**src/rtl/conv_rr_pkg.sv**
```systemverilog
package conv_rr_pkg;
   localparam int MAX_CH = 10;

   function automatic int idx_width(input int n);
      return (n <= 1) ? 1 : $clog2(n);
   endfunction

   function automatic int cnt_width(input int limit);
      return (limit < 1) ? 1 : $clog2(limit + 1);
   endfunction
endpackage

```
**src/rtl/rr_wrap_counter.sv**
```systemverilog
module rr_wrap_counter #(
   parameter int N = 10,
   parameter int W = 4
) (
   input  logic         clk,
   input  logic         rst_n,
   input  logic         step_i,
   output logic [W-1:0] idx_o
);
   localparam logic [W-1:0] LAST = W'(N - 1);

   generate
      if (N == 1) begin : g_single
         assign idx_o = '0;
      end else begin : g_multi
         logic [W-1:0] idx_q;
         always_ff @(posedge clk or negedge rst_n) begin
            if (!rst_n)      idx_q <= '0;
            else if (step_i) idx_q <= (idx_q == LAST) ? '0 : idx_q + 1'b1;
         end
         assign idx_o = idx_q;

         a_r2_advance : assert property (@(posedge clk) disable iff (!rst_n)
            step_i |=> idx_o == (($past(idx_o) == LAST) ? '0 : $past(idx_o) + 1'b1));
         a_r8_in_range : assert property (@(posedge clk) disable iff (!rst_n)
            idx_o <= LAST);
      end
   endgenerate
endmodule

```
**src/rtl/rr_onehot_ring.sv**
```systemverilog
module rr_onehot_ring #(
   parameter int N = 10
) (
   input  logic         clk,
   input  logic         rst_n,
   input  logic         step_i,
   output logic [N-1:0] sel_o
);
   generate
      if (N == 1) begin : g_single
         assign sel_o = 1'b1;
      end else begin : g_multi
         logic [N-1:0] sel_q;
         always_ff @(posedge clk or negedge rst_n) begin
            if (!rst_n)      sel_q <= N'(1);
            else if (step_i) sel_q <= {sel_q[N-2:0], sel_q[N-1]};
         end
         assign sel_o = sel_q;

         a_r5_rotate : assert property (@(posedge clk) disable iff (!rst_n)
            step_i |=> sel_o == {$past(sel_o[N-2:0]), $past(sel_o[N-1])});
      end
   endgenerate

   a_r5_onehot : assert property (@(posedge clk) disable iff (!rst_n)
      $countones(sel_o) == 1);
endmodule

```
**src/rtl/rr_settle_timer.sv**
```systemverilog
module rr_settle_timer #(
   parameter int SETTLE = 3,
   parameter int CW     = 2
) (
   input  logic clk,
   input  logic rst_n,
   input  logic arm_i,
   output logic start_o
);
   logic          armed_q;
   logic [CW-1:0] cnt_q;

   assign start_o = armed_q && (cnt_q == CW'(SETTLE));

   always_ff @(posedge clk or negedge rst_n) begin
      if (!rst_n) begin
         armed_q <= 1'b1;
         cnt_q   <= '0;
      end else if (arm_i) begin
         armed_q <= 1'b1;
         cnt_q   <= '0;
      end else if (start_o) begin
         armed_q <= 1'b0;
      end else if (armed_q) begin
         cnt_q   <= cnt_q + 1'b1;
      end
   end

   a_r7_single_pulse : assert property (@(posedge clk) disable iff (!rst_n)
      (start_o && !arm_i) |=> !start_o);
   a_r7_count_bound : assert property (@(posedge clk) disable iff (!rst_n)
      cnt_q <= CW'(SETTLE));
endmodule

```
**src/rtl/rr_window_seq.sv**
```systemverilog
module rr_window_seq (
   input  logic clk,
   input  logic rst_n,
   input  logic fin_set_i,
   input  logic word_tick_i,
   input  logic dac_busy_i,
   output logic win_o,
   output logic step_o
);
   logic fin_q, win_q, pend_q;
   logic open_w, close_w;

   assign open_w  = fin_q && word_tick_i && !win_q;
   assign close_w = win_q && word_tick_i;
   assign win_o   = win_q;
   assign step_o  = pend_q && !dac_busy_i;

   always_ff @(posedge clk or negedge rst_n) begin
      if (!rst_n) begin
         fin_q  <= 1'b0;
         win_q  <= 1'b0;
         pend_q <= 1'b0;
      end else begin
         if (fin_set_i)   fin_q <= 1'b1;
         else if (open_w) fin_q <= 1'b0;

         if (close_w)     win_q <= 1'b0;
         else if (open_w) win_q <= 1'b1;

         if (close_w)     pend_q <= 1'b1;
         else if (step_o) pend_q <= 1'b0;
      end
   end

   a_r3_open_on_tick : assert property (@(posedge clk) disable iff (!rst_n)
      $rose(win_o) |-> $past(word_tick_i));
   a_r3_hold_window : assert property (@(posedge clk) disable iff (!rst_n)
      (win_o && !word_tick_i) |=> win_o);
   a_r6_busy_holds : assert property (@(posedge clk) disable iff (!rst_n)
      (pend_q && dac_busy_i) |=> pend_q);
   a_r4_step_once : assert property (@(posedge clk) disable iff (!rst_n)
      (step_o && !close_w) |=> !step_o);
endmodule

```
**src/rtl/conv_rr_sched.sv**
```systemverilog
module conv_rr_sched #(
   parameter int NUM_CH     = 10,
   parameter int SETTLE_CYC = 3,
   parameter int IDX_W      = conv_rr_pkg::idx_width(NUM_CH)
) (
   input  logic              clk,
   input  logic              rst_n,
   input  logic              conv_done,
   input  logic              word_tick,
   input  logic              dac_busy,
   output logic              conv_start,
   output logic [IDX_W-1:0]  in_idx,
   output logic [NUM_CH-1:0] ring_sel,
   output logic              data_win,
   output logic              ring_step,
   output logic [IDX_W-1:0]  dac_idx
);
   localparam int CNT_W = conv_rr_pkg::cnt_width(SETTLE_CYC);

   initial begin
      assert (NUM_CH >= 1 && NUM_CH <= conv_rr_pkg::MAX_CH)
         else $error("NUM_CH out of range");
      assert (SETTLE_CYC >= 0) else $error("SETTLE_CYC negative");
      assert (IDX_W >= conv_rr_pkg::idx_width(NUM_CH)) else $error("IDX_W too small");
   end

   logic done_q;
   logic done_pulse;

   always_ff @(posedge clk or negedge rst_n) begin
      if (!rst_n) done_q <= 1'b0;
      else        done_q <= conv_done;
   end
   assign done_pulse = conv_done && !done_q;

   rr_wrap_counter #(.N(NUM_CH), .W(IDX_W)) u_in_cnt (
      .clk(clk), .rst_n(rst_n), .step_i(done_pulse), .idx_o(in_idx));

   rr_settle_timer #(.SETTLE(SETTLE_CYC), .CW(CNT_W)) u_settle (
      .clk(clk), .rst_n(rst_n), .arm_i(done_pulse), .start_o(conv_start));

   rr_window_seq u_seq (
      .clk(clk), .rst_n(rst_n), .fin_set_i(done_pulse), .word_tick_i(word_tick),
      .dac_busy_i(dac_busy), .win_o(data_win), .step_o(ring_step));

   rr_onehot_ring #(.N(NUM_CH)) u_ring (
      .clk(clk), .rst_n(rst_n), .step_i(ring_step), .sel_o(ring_sel));

   rr_wrap_counter #(.N(NUM_CH), .W(IDX_W)) u_dac_cnt (
      .clk(clk), .rst_n(rst_n), .step_i(ring_step), .idx_o(dac_idx));

   a_r6_ring_frozen : assert property (@(posedge clk) disable iff (!rst_n)
      dac_busy |=> (ring_sel == $past(ring_sel)) && (dac_idx == $past(dac_idx)));
   a_r9_level_no_advance : assert property (@(posedge clk) disable iff (!rst_n)
      (conv_done && $past(conv_done)) |=> in_idx == $past(in_idx));
   a_r5_ring_tracks_dac : assert property (@(posedge clk) disable iff (!rst_n)
      ring_sel[dac_idx] == 1'b1);
endmodule

```
**config.mk**
```make
export PLATFORM = sky130hd
export DESIGN_NAME = conv_rr_sched
export DESIGN_NICKNAME = d
export VERILOG_FILES = /design/src/rtl/conv_rr_pkg.sv /design/src/rtl/rr_wrap_counter.sv /design/src/rtl/rr_onehot_ring.sv /design/src/rtl/rr_settle_timer.sv /design/src/rtl/rr_window_seq.sv /design/src/rtl/conv_rr_sched.sv
export SDC_FILE = /design/constraint.sdc
export NUM_CORES = 1
export LEC_CHECK = 0
export CORE_ASPECT_RATIO = 0.7
export CORE_MARGIN = 2
export CORE_UTILIZATION = 48
export DETAILED_ROUTE_END_ITERATION = 12
export GPL_ROUTABILITY_DRIVEN = 1
export GPL_TIMING_DRIVEN = 0
export PLACE_DENSITY = 0.77
export SYNTH_ARGS = -nofsm -noshare
export SYNTH_HDL_FRONTEND = slang
export SYNTH_HIERARCHICAL = 1
export SYNTH_SLANG_ARGS = --single-unit
```
**constraint.sdc**
```tcl
create_clock -name clk -period 1.6 [get_ports clk]
set_input_delay 0.32 -clock clk [delete_from_list [all_inputs] [get_ports clk]]
set_output_delay 0.32 -clock clk [all_outputs]
set_load 0.05 [all_outputs]
```
Word level (Yosys, flattened, before mapping)
Index checks and enable logic that the tools add are counted.
{ "totals": {"in_bits": 5, "register_bits": 25, "word_cells": 44} }
{ "op_classes": {"mux": 13, "addsub": 3, "reduce_logical": 15, "n_eq_ne": 4} }
{ "ops": {"columns": ["operator", "n"], "rows": [
  ["2-bit nonzero test", 5],
  ["4-bit by 1-bit adder with 4-bit output (second input constant)", 2],
  ["4-bit == test (second input constant)", 2],
  ["1-bit 2-to-1 mux", 8],
  ["4-bit 2-to-1 mux", 2],
  ["1-bit logical AND", 6],
  ["2-bit 2-to-1 mux", 3],
  ["1-bit zero test", 3],
  ["2-bit by 1-bit adder with 2-bit output (second input constant)", 1],
  ["2-bit == test (second input constant)", 1],
  ["2-bit by 1-bit != test with 1-bit output (second input constant)", 1],
  ["2-bit AND reduction", 1]
]} }

Logic depth before layout (Yosys ltp)
Gate-level depths: netlist (run 1).
{ "logic_depth": {"word_depth": 4, "mapped_depth": 4, "depth_no_buf": 4} }

Hierarchy
Netlist (run 1), hierarchy kept.
{ "by_module_without_submodules": {"columns": ["module", "cells_per_inst", "area_each_um2", "n_inst", "seq_area_each_um2"], "rows": [
  ["rr_onehot_ring", 21, 412.9, 1, 251.5],
  ["rr_wrap_counter", 16, 185.2, 2, 100.1],
  ["rr_settle_timer", 13, 163.9, 1, 76.3],
  ["rr_window_seq", 9, 118.9, 1, 75.1],
  ["conv_rr_sched", 2, 38.8, 1, 25.0]
]} }

Worst setup path before layout (run 1)
OpenSTA, ideal clock, no wires.
{ "synth_timing": {"path_kind": "register to register", "from": "register u_seq.pend_q", "to": "register u_ring.g_multi.sel_q[1], in the netlist u_ring/sel_o[1]", "arrival_ns": 1.846, "path_buffers": 1, "stages_incl_launch_ff": 4, "setup_slack_ns": -0.371, "cell_sequence": "dfrtp_1 > nor2b_1 > buf_6 > mux2_4"} }
{ "synth_between": {"elab_chain_cells": 1} }
{ "synth_rtl": {"columns": ["item", "line", "rtl"], "rows": [
  ["from (decl)", "rr_window_seq.sv:10", "logic fin_q, win_q, pend_q;"],
  ["from (signal assigned)", "rr_window_seq.sv:22", "pend_q <= 1'b0;"],
  ["from (signal assigned)", "rr_window_seq.sv:30", "if (close_w) pend_q <= 1'b1;"],
  ["from (signal assigned)", "rr_window_seq.sv:31", "else if (step_o) pend_q <= 1'b0;"],
  ["1-bit logical AND", "rr_window_seq.sv:16", "assign step_o = pend_q && !dac_busy_i;"],
  ["net ring_step", "conv_rr_sched.sv:15", "output logic ring_step,"],
  ["to (signal assigned)", "rr_onehot_ring.sv:16", "else if (step_i) sel_q <= {sel_q[N-2:0], sel_q[N-1]};"],
  ["to (decl)", "rr_onehot_ring.sv:13", "logic [N-1:0] sel_q;"]
]} }
The timed path passes the listed nets, and every way through them passes these cells.
A chain may end at the register's enable or synchronous reset.

Worst setup path in the final report (run 1)
{ "layout_timing": {"from": "register u_settle.cnt_q[0]", "to": "output conv_start"} }
{ "layout_between": {"elab_chain_cells": 2} }
{ "layout_rtl": {"columns": ["item", "line", "rtl"], "rows": [
  ["from (decl)", "rr_settle_timer.sv:11", "logic [CW-1:0] cnt_q;"],
  ["from (signal assigned)", "rr_settle_timer.sv:25", "cnt_q <= cnt_q + 1'b1;"],
  ["2-bit == test", "rr_settle_timer.sv:13", "assign start_o = armed_q && (cnt_q == CW'(SETTLE));"],
  ["1-bit logical AND", "rr_settle_timer.sv:13", null],
  ["to (decl)", "conv_rr_sched.sv:11", "output logic conv_start,"]
]} }
No other way between the ends.

==> results of run 1 <==
what timing repair did:
action,in CTS,in global routing
endpoints found under the setup margin,21,13
gates resized for setup,48,30
pin swaps,0,1
per-layer routing:
metal / GRT usage, % / part of all wire (%) / up-vias
met5: 0 / 0 / -
li1: - / - / 325
met2: 22.6 / 46 / 17
met3: 5.56 / 6.0 / 0
met1: 21.5 / 48 / 322
met4: 1.28 / 0 / 0
logic make-up (layout without fill, tap and decap cells):
logic type	Yosys count	in the layout
muxes	12	12
xor gates and xnor gates	4	4
AOI/OAI and AO/OA	9	9
buffers and inverters	1	30
and+or+nand+nor	25	25
DFF	25	25
adders and majority gates	1	1
final cells by class:
type / instances / area (um2) / share of cell area, %
Clock inverter: 1 / 7.51 / 0.540
Clock buffer: 3 / 22.5 / 1.62
Sequential cell: 25 / 628 / 45.1
Timing Repair Buffer: 25 / 195 / 14.0
Multi-Input combinational cell: 51 / 487 / 35.0
Buffer: 1 / 11.3 / 0.809
Tap cell: 32 / 40.0 / 2.88
registers in the layout, summed over array words and instances, names as in the netlist:
| signal | flops |
|---|---|
| u_ring/sel_o | 10 |
| u_seq/pend_q | 1 |
| u_settle/armed_q | 1 |
| u_dac_cnt/idx_o | 4 |
| done_q | 1 |
| u_seq/win_o | 1 |
| u_seq/fin_q | 1 |
| u_in_cnt/idx_o | 4 |
| u_settle/cnt_q | 2 |
cell usage in the layout (no fill, tap or decap), types with 2 or more instances in the layout:
cell and count:
xnor2_1 2, nand2_1 3, dfrtp_1 23, nor2b_1 3, o21ai_1 2, clkbuf_2 12, nor2b_4 3, xor2_1 2
nand2b_1 2, o21ai_0 3, clkdlybuf4s50_1 4, nand3_1 2, mux2_4 11, clkbuf_4 3, clkdlybuf4s15_2 6, nand2_2 2
dfstp_2 2, a21o_1 3, and4b_1 2, nor3_2 2, nor2b_2 2
worst min-delay path by stage:
stage / to / slack (ps) / cells after the start
6_report: done_q / 470 / 1
5_1_grt: done_q / 460 / 1
4_1_cts: done_q / 470 / 1
3_5_place_dp: u_seq/fin_q / 470 / 1
3_3_place_gp: u_seq/fin_q / 470 / 1
2_1_floorplan: done_q / 20 / 0
worst register-to-register path: stages, from the launching register on:
cell     delay (ps)
dfrtp_1         380
nor2b_4         220
buf_6           200
mux2_4          310
cells in the mapped netlist:
cell type  instances  area (um2)
o21ai_1            2        10.0
dfstp_2            2        52.6
nor2_1             1        3.75
xnor2_1            2        17.5
nor2b_2            2        17.5
buf_6              1        11.3
and2_2             1        7.51
nand4bb_1          1        11.3
xor2_1             2        17.5
nor2b_4            2        27.5
nand3_1            2        10.0
ha_1               1        12.5
a22o_2             1        10.0
nand2_2            2        12.5
nor3_2             2        20.0
nor2b_1            4        25.0
nand2b_1           2        12.5
and4b_1            2        20.0
a21o_1             3        22.5
dfrtp_1           23         576
or2_2              1        6.26
mux2i_1            1        10.0
nand2_1            3        11.3
o21ai_0            3        15.0
mux2_4            11         165
power groups by stage:
| stage | logic [mW] | registers (mW) | clock network [mW] |
|---|---|---|---|
| 5_1_grt | 1.09 | 1.01 | 0.324 |
| 4_1_cts | 1.01 | 0.961 | 0.297 |
| 2_1_floorplan | 0.387 | 1.31 | 0 |
| 3_3_place_gp | 1.03 | 0.965 | 0 |
| 3_5_place_dp | 1.05 | 0.971 | 0 |
| 6_report | 1.03 | 0.975 | 0.280 |
through the flow:
| step | setup TNS [ps] | hold WS [ps] | utilization [%] |
|---|---|---|---|
| finish | 0 | 473 | 64.1 |
| global route | -15.3 | 458 | 64.1 |
| CTS | -245 | 466 | 65.5 |
| detailed placement | -2690 | 471 | 64.3 |
| global placement | -2680 | 466 | 64.3 |
| floorplan | 0 | 24.4 | - |
==> qor.csv, run 1 <==
metric,value,unit
cts_setup_buffers,0,
synthMuxAreaShare,15.9,%
critPathBufInv,1,
die_area,2710,um2
ys_warn_count,6,
place_inst,134,
crit_required,1280,ps
grt_pass1_wl,3010,um
max_cap_viol_count,0,
fin_crit,1550,ps
grt_usage,14.9,%
cts_tree,done,
fin_area,1390,um2
root_buffer,clkbuf_4,
antenna_found_initial,0,
slew_violations,0,
synth_area,1100,um2
dieHeight,44.1,um
cp_top_family,flip-flops,
pin_count,26,
clk_latency,320,ps
drive_gt1_share,49.1,%
coreArea,2170,um2
r2r_cells,3,
worstSetupStartpoint,u_settle/cnt_q[0],
synthSimpleGateAreaFrac,16.8,%
crit_fanout,3,
crit_path_start_kind,flip-flop,
diodes,0,
finalSetupViolCount,0,
synthDistinctLibCells,25,
overflow,0,
rows,14,
p_total,2.28,mW
placed_cell_area,1400,um2
h-tree-depth,1,
fin_worst_skew,4.52,ps
yosysSeqAreaShare,56.9,%
r2r_end,u_ring/sel_o[7],
finalCritPeriodShare,97.1,%
setup_ws,45.7,ps
p_leak,0.666,nW
numClockSinks,25,
dr.pass1.iters,3,
status,finished clean,
final_cells,138,
grt_pass1_vias,634,
hold_violations,0,
pre_cts_slack,-619,ps
max_slew.worst_pin.slew,1060,ps
initial_core_util,50.9,%
power_switching_share,43.3,%
cp.depth,3,
r2r_start,u_seq/pend_q,
synth_fa_ha_area_share,1.13,%
post_drt_wl_per_cell,13.1,um
reg2reg_slack,390,ps
synth-seq-cells,25,
drtAntennaViolNets,0,
worstSetupEndpointType,output pin,
switchingPower,989,uW
path_clk_slew,130,ps
numPortBuffers,25,
p_per_area,1640,nW/um2
clkPwrFrac,12.3,%
worst_path_max_delay_cell,dfrtp_1,
numCtsBuffers,3,
ir_worst_vdd,0.874,mV
combinationalPowerShare,45.0,%
synth_xor_area_share,3.17,%
slew_headroom,29.4,%
dr_total_vias,664,
rsz0062_at_grt,yes,
final_nets,113,
post-route-drc-count,0,
die_w,61.3,um
grt_start_max_net_pins,26,
synthCells,77,
syn_nets,83,
hold_buffers,0,
place_hpwl,1310,um
worstHoldPathType,in2reg,
synth_area_per_cell,14.3,um2
max_stage_delay,440,ps
viasPerCell,4.81,
synth-compound-area-share,5.21,%
area_growth,25.9,%
drt_iter0_drc,12,
path_cells,ha_4 -> and2_4 -> buf_8,
path_class,reg2out,
power.share.sequential,42.7,%
wirelength,1810,um
fmax,0.643,GHz
fillers,202,
routabilityCongestion,0.725,
cts_max_path_buffers,2,
hold_path_startpoint,conv_done,
synth_top_family_by_area,simple AND/OR/NAND/NOR gates,
arrival,1230,ps
cp-endpoint,conv_start,
intPower,1.29,mW
Power figures use the tool's default switching activity.
==> run 2, diff against run 1 <==
--- a/config.mk
+++ b/config.mk
@@ -7,11 +7,10 @@
 export LEC_CHECK = 0
 export CORE_ASPECT_RATIO = 0.7
 export CORE_MARGIN = 2
-export CORE_UTILIZATION = 48
+export CORE_UTILIZATION = 25
 export DETAILED_ROUTE_END_ITERATION = 12
 export GPL_ROUTABILITY_DRIVEN = 1
 export GPL_TIMING_DRIVEN = 0
-export PLACE_DENSITY = 0.77
 export SYNTH_ARGS = -nofsm -noshare
 export SYNTH_HDL_FRONTEND = slang
 export SYNTH_HIERARCHICAL = 1
==> run 2 against run 1 <==
Utilization decreased by 30 points. Combinational power about the same. Largest cell class unchanged. First-iteration DRC count increased by 50%.
==> qor.csv, run 2 (synthesis results as in run 1) <==
metric,value,unit,change
crit_fanout,3,,unchanged
viasPerCell,4.21,,was 4.81
overflow,0,,unchanged
slew_violations,0,,unchanged
fin_area,1460,um2,was 1390 um2
pin_count,26,,unchanged
numClockSinks,25,,unchanged
grt.met3_usage,3.06,%,was 5.56%
initial_core_util,25.7,%,was 50.9%
drt_iter0_drc,18,,was 12
dr_total_vias,690,,was 664
critPathBufInv,1,,unchanged
p_per_area,1600,nW/um2,was 1640 nW/um2
area_growth,32.4,%,was 25.9%
coreArea,4300,um2,was 2170 um2
fin_crit,1550,ps,about the same
max_stage_delay,430,ps,was 440 ps
wirelength,2010,um,was 1810 um
grt_pass1_vias,706,,was 634
numPortBuffers,25,,unchanged
diodes,0,,unchanged
dr.pass1.iters,4,,was 3
post-route-drc-count,0,,unchanged
dieHeight,59.6,um,was 44.1 um
path_cells,ha_4 -> and2_2 -> buf_4,,was ha_4 -> and2_4 -> buf_8
cts_max_path_buffers,2,,unchanged
final_nets,116,,was 113
drive_gt1_share,38.5,%,was 49.1%
rows,20,,was 14
max_cap_viol_count,0,,unchanged
whs,482,ps,was 473 ps
worstHoldPathType,reg2reg,,was in2reg
path_clk_slew,80,ps,was 130 ps
final_cell_mix,"dfrtp_1, dlygate4sd2_1, mux2_4, clkbuf_2, buf_4",,"was dfrtp_1, clkbuf_2, mux2_4, clkdlybuf4s15_2, clkdlybuf4s50_1"
top_usage_layer,met2,,unchanged
h-tree-depth,1,,unchanged
crit_path_start_kind,flip-flop,,unchanged
placed_cell_area,1430,um2,was 1400 um2
cp_top_family,flip-flops,,unchanged
hold_violations,0,,unchanged
p_total,2.34,mW,was 2.28 mW
largest_register_ffs,10,,unchanged
status,finished clean,,unchanged
cts_tree,done,,unchanged
grtUsageMet1,10.9,%,was 21.5%
die_w,83.5,um,was 61.3 um
setup_tns,0,ps,unchanged
finalCritPeriodShare,97.0,%,was 97.1%
die_area,4980,um2,was 2710 um2
path_class,reg2out,,unchanged
fmax,0.644,GHz,was 0.643 GHz
grt_start_max_net_pins,26,,unchanged
clk_latency,260,ps,was 320 ps
place_hpwl,1420,um,was 1310 um
slew_headroom,25.9,%,was 29.4%
grt_usage,8.55,%,was 14.9%
post_drt_wl_per_cell,12.3,um,was 13.1 um
p_leak,0.718,nW,was 0.666 nW
arrival,1230,ps,about the same
routabilityCongestion,0.634,,was 0.725
grt.met2_usage,14.5,%,was 22.6%
crit_required,1280,ps,about the same
max_slew.worst_pin.slew,1110,ps,was 1060 ps
worstSetupEndpointType,output pin,,unchanged
worst_path_max_delay_cell,dfrtp_1,,unchanged
finalSetupViolCount,0,,unchanged
drtAntennaViolNets,0,,unchanged
fin_worst_skew,1.28,ps,was 4.52 ps
numCtsBuffers,3,,unchanged
root_buffer,clkbuf_8,,was clkbuf_4
grt_pass1_wl,3350,um,was 3010 um
final_common_cell,dfrtp_1,,unchanged
antenna_found_initial,0,,unchanged
ir_worst_vdd,0.764,mV,was 0.874 mV
-- run 2: changes by cell type in the layout (fill, tap and decap cells not counted) --
| cell | delta |
|---|---|
| clkinvlp_4 | -1 |
| buf_8 | -1 |
| clkbuf_1 | +1 |
| dlygate4sd2_1 | +12 |
| clkbuf_4 | -3 |
| clkdlybuf4s15_2 | -5 |
| and2_4 | -1 |
| buf_2 | -1 |
| buf_4 | +4 |
| clkbuf_8 | +3 |
| clkbuf_2 | -6 |
| and2_2 | +1 |
-- run 2: worst paths after layout --
path                                    from                  to  slack (ps)  cells past startpoint
setup / recovery           u_settle/cnt_q[0]          conv_start          50                      3
hold / removal                   u_seq/fin_q         u_seq/fin_q         480                      1
setup reg to reg                u_seq/pend_q     u_ring/sel_o[4]         350                      4
hold reg to reg                  u_seq/fin_q         u_seq/fin_q         480                      1
max in group asynchronous              rst_n  u_dac_cnt/idx_o[0]         290                      1
min in group asynchronous              rst_n   u_in_cnt/idx_o[2]         650                      1
-- run 2: metrics by stage --
step                utilization [%]  worst slack (ps)  cells
floorplan                         -              2.76     77
global placement               33.1              -635    157
detailed placement             33.1              -640    157
CTS                            33.8             0.192    161
global route                   34.0             -7.79    164
finish                         34.0              47.6    164
-- run 2: routing by layer --
metal	part of all wire [%]	vias up
met3	3.9	0
met1	47	347
met2	49	15
met5	0	-
li1	-	328
met4	0	0
-- run 2: what timing repair did --
| action | 4_1_cts | 5_1_grt |
|---|---|---|
| setup buffers | 0 | 3 |
| setup endpoints to repair | 21 | 8 |
| resized for setup | 37 | 11 |
| hold buffers | 0 | 0 |
| pin swaps | 0 | 0 |
-- run 2: where the power goes --
| group | internal (mW) | switching [mW] | total [mW] |
|---|---|---|---|
| Sequential | 0.791 | 0.196 | 0.986 |
| Clock | 0.178 | 0.181 | 0.358 |
| Combinational | 0.372 | 0.626 | 0.998 |
-- run 2: final cells by class --
cell class / instances / area [um2]
fill: 427 / 2840
sequential: 25 / 628
clock buffer: 4 / 45.0
multi-input combinational: 51 / 485
buffer: 1 / 11.3
tap: 55 / 68.8
timing repair buffer: 28 / 224
